--- config.mk ---
export PLATFORM = sky130hd
export DESIGN_NAME = jtag_tap_ctrl
export DESIGN_NICKNAME = d
export VERILOG_FILES = /design/src/rtl/tap_pkg.sv /design/src/rtl/tap_fsm.sv /design/src/rtl/tap_ir.sv /design/src/rtl/tap_dr_paths.sv /design/src/rtl/jtag_tap_ctrl.sv
export SDC_FILE = /design/constraint.sdc
export NUM_CORES = 1
export LEC_CHECK = 0
export ABC_AREA = 0
export BUFFER_PORTS_ARGS = -buffer_cell sky130_fd_sc_hd__buf_2
export CAP_MARGIN = 15
export CORE_UTILIZATION = 25
export DETAILED_ROUTE_END_ITERATION = 8
export SYNTH_ARGS = -nofsm -noshare
export SYNTH_HDL_FRONTEND = slang
export SYNTH_SLANG_ARGS = --single-unit
--- constraint.sdc ---
create_clock -name tck -period 5.8 [get_ports tck]
set_clock_uncertainty 0.1 [all_clocks]
set_input_delay 0.58 -clock tck [delete_from_list [all_inputs] [get_ports tck]]
set_output_delay 0.58 -clock tck [all_outputs]
set_load 0.02 [all_outputs]
--- src/rtl/tap_pkg.sv ---
package tap_pkg;

  typedef enum logic [3:0] {
    ST_TLR, ST_RTI,
    ST_SEL_DR, ST_CAP_DR, ST_SH_DR, ST_EX1_DR, ST_PAU_DR, ST_EX2_DR, ST_UPD_DR,
    ST_SEL_IR, ST_CAP_IR, ST_SH_IR, ST_EX1_IR, ST_PAU_IR, ST_EX2_IR, ST_UPD_IR
  } tap_state_e;

  typedef struct packed {
    logic tlr;
    logic cap_dr;
    logic sh_dr;
    logic upd_dr;
    logic cap_ir;
    logic sh_ir;
    logic upd_ir;
  } tap_strobe_t;

endpackage

--- src/rtl/tap_fsm.sv ---
module tap_fsm
  import tap_pkg::*;
(
  input  logic        tck,
  input  logic        trst_n,
  input  logic        tms,
  output tap_strobe_t strb
);

  tap_state_e state_q, state_d;

  always_comb begin
    state_d = state_q;
    unique case (state_q)
      ST_TLR:    state_d = tms ? ST_TLR    : ST_RTI;
      ST_RTI:    state_d = tms ? ST_SEL_DR : ST_RTI;
      ST_SEL_DR: state_d = tms ? ST_SEL_IR : ST_CAP_DR;
      ST_CAP_DR: state_d = tms ? ST_EX1_DR : ST_SH_DR;
      ST_SH_DR:  state_d = tms ? ST_EX1_DR : ST_SH_DR;
      ST_EX1_DR: state_d = tms ? ST_UPD_DR : ST_PAU_DR;
      ST_PAU_DR: state_d = tms ? ST_EX2_DR : ST_PAU_DR;
      ST_EX2_DR: state_d = tms ? ST_UPD_DR : ST_SH_DR;
      ST_UPD_DR: state_d = tms ? ST_SEL_DR : ST_RTI;
      ST_SEL_IR: state_d = tms ? ST_TLR    : ST_CAP_IR;
      ST_CAP_IR: state_d = tms ? ST_EX1_IR : ST_SH_IR;
      ST_SH_IR:  state_d = tms ? ST_EX1_IR : ST_SH_IR;
      ST_EX1_IR: state_d = tms ? ST_UPD_IR : ST_PAU_IR;
      ST_PAU_IR: state_d = tms ? ST_EX2_IR : ST_PAU_IR;
      ST_EX2_IR: state_d = tms ? ST_UPD_IR : ST_SH_IR;
      ST_UPD_IR: state_d = tms ? ST_SEL_DR : ST_RTI;
      default:   state_d = ST_TLR;
    endcase
  end

  always_ff @(posedge tck or negedge trst_n) begin
    if (!trst_n) state_q <= ST_TLR;
    else         state_q <= state_d;
  end

  always_comb begin
    strb.tlr    = (state_q == ST_TLR);
    strb.cap_dr = (state_q == ST_CAP_DR);
    strb.sh_dr  = (state_q == ST_SH_DR);
    strb.upd_dr = (state_q == ST_UPD_DR);
    strb.cap_ir = (state_q == ST_CAP_IR);
    strb.sh_ir  = (state_q == ST_SH_IR);
    strb.upd_ir = (state_q == ST_UPD_IR);
  end

endmodule

--- src/rtl/tap_ir.sv ---
module tap_ir #(
  parameter int            W        = 5,
  parameter logic [W-1:0]  RST_CODE = 1,
  parameter logic [W-1:0]  STATUS   = 1
) (
  input  logic         tck,
  input  logic         trst_n,
  input  logic         tdi,
  input  logic         capture,
  input  logic         shift,
  input  logic         update,
  input  logic         tlr,
  output logic [W-1:0] ir_q,
  output logic         sh_lsb
);

  logic [W-1:0] sh_q;

  // Shift path is always loaded by Capture-IR before use; no reset needed.
  always_ff @(posedge tck) begin
    if (capture)    sh_q <= STATUS;
    else if (shift) sh_q <= {tdi, sh_q[W-1:1]};
  end

  always_ff @(posedge tck or negedge trst_n) begin
    if (!trst_n)     ir_q <= RST_CODE;
    else if (tlr)    ir_q <= RST_CODE;
    else if (update) ir_q <= sh_q;
  end

  assign sh_lsb = sh_q[0];

endmodule

--- src/rtl/tap_dr_paths.sv ---
module tap_dr_paths #(
  parameter int              ID_W   = 32,
  parameter logic [ID_W-1:0] ID_VAL = 32'h3E5A7C4B
) (
  input  logic tck,
  input  logic tdi,
  input  logic sel_id,
  input  logic capture,
  input  logic shift,
  output logic dr_lsb
);

  logic [ID_W-1:0] id_q;
  logic            byp_q;

  // Data paths are untouched by the controller reset; capture defines them.
  always_ff @(posedge tck) begin
    if (sel_id) begin
      if (capture)    id_q <= ID_VAL;
      else if (shift) id_q <= {tdi, id_q[ID_W-1:1]};
    end
  end

  always_ff @(posedge tck) begin
    if (!sel_id) begin
      if (capture)    byp_q <= 1'b0;
      else if (shift) byp_q <= tdi;
    end
  end

  assign dr_lsb = sel_id ? id_q[0] : byp_q;

endmodule

--- src/rtl/jtag_tap_ctrl.sv ---
module jtag_tap_ctrl
  import tap_pkg::*;
#(
  parameter int              IR_W   = 5,
  parameter int              ID_W   = 32,
  parameter logic [ID_W-1:0] ID_VAL = 32'h3E5A7C4B
) (
  input  logic            tck,
  input  logic            trst_n,
  input  logic            tms,
  input  logic            tdi,
  output logic            tdo,
  output logic            tdo_en,
  output logic [IR_W-1:0] ir_out,
  output logic            capture_dr,
  output logic            shift_dr,
  output logic            update_dr,
  output logic            capture_ir,
  output logic            shift_ir,
  output logic            update_ir
);

  localparam logic [IR_W-1:0] IR_IDCODE = {{(IR_W-1){1'b0}}, 1'b1};
  localparam logic [IR_W-1:0] IR_STATUS = {{(IR_W-2){1'b0}}, 2'b01};

  tap_strobe_t strb;
  logic        in_tlr;
  logic        ir_lsb;
  logic        dr_lsb;
  logic        sel_id;

  tap_fsm u_fsm (
    .tck    (tck),
    .trst_n (trst_n),
    .tms    (tms),
    .strb   (strb)
  );

  tap_ir #(
    .W        (IR_W),
    .RST_CODE (IR_IDCODE),
    .STATUS   (IR_STATUS)
  ) u_ir (
    .tck     (tck),
    .trst_n  (trst_n),
    .tdi     (tdi),
    .capture (strb.cap_ir),
    .shift   (strb.sh_ir),
    .update  (strb.upd_ir),
    .tlr     (strb.tlr),
    .ir_q    (ir_out),
    .sh_lsb  (ir_lsb)
  );

  assign sel_id = (ir_out == IR_IDCODE);

  tap_dr_paths #(
    .ID_W   (ID_W),
    .ID_VAL (ID_VAL)
  ) u_dr (
    .tck     (tck),
    .tdi     (tdi),
    .sel_id  (sel_id),
    .capture (strb.cap_dr),
    .shift   (strb.sh_dr),
    .dr_lsb  (dr_lsb)
  );

  // Output stage launched on the falling edge.
  always_ff @(negedge tck or negedge trst_n) begin
    if (!trst_n) begin
      tdo    <= 1'b0;
      tdo_en <= 1'b0;
    end else begin
      tdo_en <= strb.sh_dr | strb.sh_ir;
      if (strb.sh_ir)      tdo <= ir_lsb;
      else if (strb.sh_dr) tdo <= dr_lsb;
    end
  end

  assign in_tlr     = strb.tlr;
  assign capture_dr = strb.cap_dr;
  assign shift_dr   = strb.sh_dr;
  assign update_dr  = strb.upd_dr;
  assign capture_ir = strb.cap_ir;
  assign shift_ir   = strb.sh_ir;
  assign update_ir  = strb.upd_ir;

endmodule

---- Word-level counts from Yosys, hierarchy flattened ----
Index checks and enable logic that the tools add are counted.
storage, ports and cells
  register bits after elaboration ......... 49
  input port bits ......................... 4
  output and inout port bits .............. 13
cells by class
  eq/ne operators ......................... 16
  mux-type cells .......................... 20
  bitwise logic cells ..................... 2
  reductions and logical operators ........ 9
operators by type and width
  operator                                             number
  one-hot mux 4 bit (12 select lines)                  1
  equality test 4 bit, second input constant           8
  two-way mux 32 bit                                   1
  equality test 4 x 3 -> 1 bit, second input constant  4
  two-way mux 4 bit                                    4
  two-way mux 5 bit                                    2
  equality test 4 x 2 -> 1 bit, second input constant  2
  two-way mux 1 bit                                    7
  two-way mux 2 bit                                    3
  two-way mux 3 bit                                    2
  nonzero test 2 bit                                   3
  equality test 5 x 1 -> 1 bit, second input constant  1
  equality test 4 x 1 -> 1 bit, second input constant  1
  logical NOT 4 bit                                    1
  AND reduction 2 bit                                  2
  OR reduction 2 bit                                   2
  OR reduction 3 bit                                   1
  inverter 1 bit                                       1
  bitwise OR 1 bit                                     1

---- Depth between registers and ports, before layout ----
  depth in word-level cells ............... 4
  mapped depth ............................ 6
  depth with buffers taken out ............ 4

---- Hierarchy ----
From an unflattened synthesis, not the netlist that was laid out.
unflattened totals
  cells, all modules ...................... 157
  area total of the unflattened synthesis .. 2068.2 µm²
by module, submodules not included
  module         instances  cells an instance  area an instance (µm²)
  tap_dr_paths   1          71                 1252.5
  tap_ir         1          32                 387.9
  tap_fsm        1          46                 340.3
  jtag_tap_ctrl  1          8                  87.6

==> flow_metrics.env <==
export IMPL_status="complete, no violations"
export IMPL_num_fill_cells=844
export IMPL_leakage_nw=0.949
export IMPL_drt_iter0_drc=48
export IMPL_tightestPinTransition_ns=0.545
export IMPL_p_sw_mw=0.500
export IMPL_cts_resized=0
export IMPL_die_h_um=94.0
export IMPL_synthesis_area_um2=2110
export IMPL_antenna_found_initial=0
export IMPL_ys_seq_elements=49
export IMPL_grt_start_max_net_pins=34
export IMPL_whs_ns=0.0373
export IMPL_yosysWarnings=0
export IMPL_hp_class="primary input to async pin"
export IMPL_wl_um=3490
export IMPL_postCtsHoldBufs=0
export IMPL_cp_max_fo=3
export IMPL_core_area_um2=8220
export IMPL_cts_root_buf="clkbuf_8"
export IMPL_grt_pass1_wl_um=5720
export IMPL_drt_pass1_iter_count=4
export IMPL_clkSlewWorstSetupHoldPaths_ns=0.10
export IMPL_ant_nets=0
export IMPL_layout_setup_ws_ns=1.28
export IMPL_synth_most_common_cell="edfxtp_1"
export IMPL_drc_errors=0
export IMPL_vias_per_cell=4.42
export IMPL_postCtsSetupRepairBufs=0
export IMPL_r2r_cells=4
export IMPL_synth_top_area_share_pct=46.9
export IMPL_timing_final_max_slew_violations=0
export IMPL_switching_share_pct=35.8
export IMPL_cell_internal_pwr_mw=0.898
export IMPL_io_pins=17
export IMPL_stdcell_count=303
export IMPL_synth_area_leaders="edfxtp_1 (47%), dfrtp_1 (9.5%), or2_2 (5.3%)"
export IMPL_rows=33
export IMPL_routabilityCongestion=0.724
export IMPL_synthCells=184
export IMPL_cp_arrival_ns=1.67
export IMPL_num_vias=1338
export IMPL_nNetsFinal=201
export IMPL_die_area_um2=8830
export IMPL_n_antenna_cell=0
export IMPL_syn_area_per_cell_um2=11.5
export IMPL_irDropWorstVdd_v=0.000178
export IMPL_seq_area_frac_synth_pct=64.7
export IMPL_synth_edf_count=33
export IMPL_hold_violations=0
export IMPL_synth_cell_types=38
export IMPL_grt_total_usage_pct=8.31
export IMPL_postLayoutCoreUtil_pct=29.2
export IMPL_async_flop_share_pct=22.4
export IMPL_cts_path_max_buffers=2
export IMPL_yosysTopAreaCell="edfxtp_1"
export IMPL_setup_violations_final=0
export IMPL_clkPwrFrac_pct=17.7
export IMPL_post_drt_wl_per_cell_um=11.5
export IMPL_die_w_um=94.0
export IMPL_pre_cts_ws_ns=1.29
export IMPL_htreeDepth=2
export IMPL_design_area_um2=2400
export IMPL_placed_cell_area_um2=2280
export IMPL_drv_cap=0
export IMPL_synthesis_nets=188
export IMPL_placed_cells=295
export IMPL_r2r_start="u_ir.ir_q[0]$_DFFE_PN1P_"
export IMPL_cts_tree="done"
export IMPL_seqPwrFrac_pct=48.1
export IMPL_ys_flop_type="edfxtp_1"
export IMPL_area_growth_pct=13.4
export IMPL_ff2ff_setup_slack_ns=1.28
export IMPL_crit_type="flip-flop to flip-flop"
export IMPL_power_density_nw_per_um2=583
export IMPL_slew_headroom_pct=63.6
export IMPL_dp_hpwl_um=2150
export IMPL_cts_made_buffers=5
export IMPL_r2r_end="tdo$_DFFE_NN0P_"
export IMPL_combPwrFrac_pct=34.2
export IMPL_start_util_pct=25.7
export IMPL_grt_pass1_vias=1205
export IMPL_worst_setup_path_start_kind="flip-flop"
export IMPL_clkLatencyLatePin_ns=0.30
export IMPL_worst_setup_path_end_kind="flip-flop"
export IMPL_synth_common_cells="edfxtp_1 (33), or2_2 (18), nor2b_1 (17), nand2_1 (16), nor2_1 (14)"
export IMPL_io_buffers=16
export IMPL_overflow=0
export IMPL_finalPower_mw=1.40
export IMPL_drive_gt1_share_pct=25.8
export IMPL_fin_tns_setup_ns=0
export IMPL_cts_sinks=49
export IMPL_rsz0062_at_grt="no"
export IMPL_critPathRequiredTime_ns=2.95
flip-flops by register name, indices dropped and copies added, names as in the netlist:
name / flops
tdo: 1
tdo_en: 1
u_dr.byp_q: 1
u_dr.id_q: 32
u_fsm.state_q: 4
u_ir.ir_q: 5
u_ir.sh_q: 5
routing by layer:
metal	vias to the layer above	track usage [%]	share of wire, %
li1	662	-	-
met1	650	11.6	52
met2	21	11.9	43
met3	5	2.83	3.9
met4	0	2.69	0.66
met5	-	0	0
power by group through the flow:
stage                     Clock (mW)  Sequential (mW)  Combinational [mW]
after floorplan                    0            0.651               0.396
after global routing           0.267            0.694               0.543
after CTS                      0.253            0.673               0.484
after detailed placement           0            0.678               0.480
after global placement             0            0.674               0.475
final                          0.247            0.672               0.478
layout make-up:
cell class / instances / area, µm² / share of cell area [%]
tap: 105 / 131 / 5.48
clock inverter: 3 / 45.0 / 1.88
clock buffer: 5 / 68.8 / 2.87
multi-input combinational: 114 / 653 / 27.2
inverter: 8 / 30.0 / 1.25
sequential: 49 / 1370 / 57.0
timing repair buffer: 19 / 103 / 4.28
worst max-delay path: stages (launching register included):
cell and delay, ns:
dfstp_2 0.55, inv_1 0.06, nor4b_2 0.38, mux2i_1 0.26
o32ai_1 0.11
how the worst max path moves through the flow:
stage / from / endpoint / cells past startpoint
3_5_place_dp: u_ir.ir_q[0]$_DFFE_PN1P_ / tdo$_DFFE_NN0P_ / 4
2_1_floorplan: u_ir.ir_q[0]$_DFFE_PN1P_ / tdo$_DFFE_NN0P_ / 4
6_report: u_ir.ir_q[0]$_DFFE_PN1P_ / tdo$_DFFE_NN0P_ / 4
4_1_cts: u_ir.ir_q[0]$_DFFE_PN1P_ / tdo$_DFFE_NN0P_ / 4
5_1_grt: u_fsm.state_q[3]$_DFF_PN0_ / tdo$_DFFE_NN0P_ / 4
3_3_place_gp: u_ir.ir_q[0]$_DFFE_PN1P_ / tdo$_DFFE_NN0P_ / 4
cell usage in the layout (no fill, tap or decap), types with 3 or more instances in the layout:
cell      instances
buf_4             3
dfrtp_1           8
buf_2            16
inv_1             8
a21oi_1          11
o21ai_0          10
nor2_1           13
dfxtp_1           5
edfxtp_1         33
nand2_1          16
o22ai_1           4
or2_2            18
nor2b_1          17
clkbuf_8          5
cell families (layout without fill, tap and decap cells):
logic type                after synthesis  count (layout)  synth area share [%]
xor gates and xnor gates                1               1                 0.414
buffers and inverters                  21              35                  4.56
muxes                                   1               1                 0.473
and+or+nand+nor                        76              76                  19.5
AOI/OAI and AO/OA                      36              36                  10.4
DFF                                    49              49                  64.7
No activity file was read; power rests on OpenSTA's default activity.
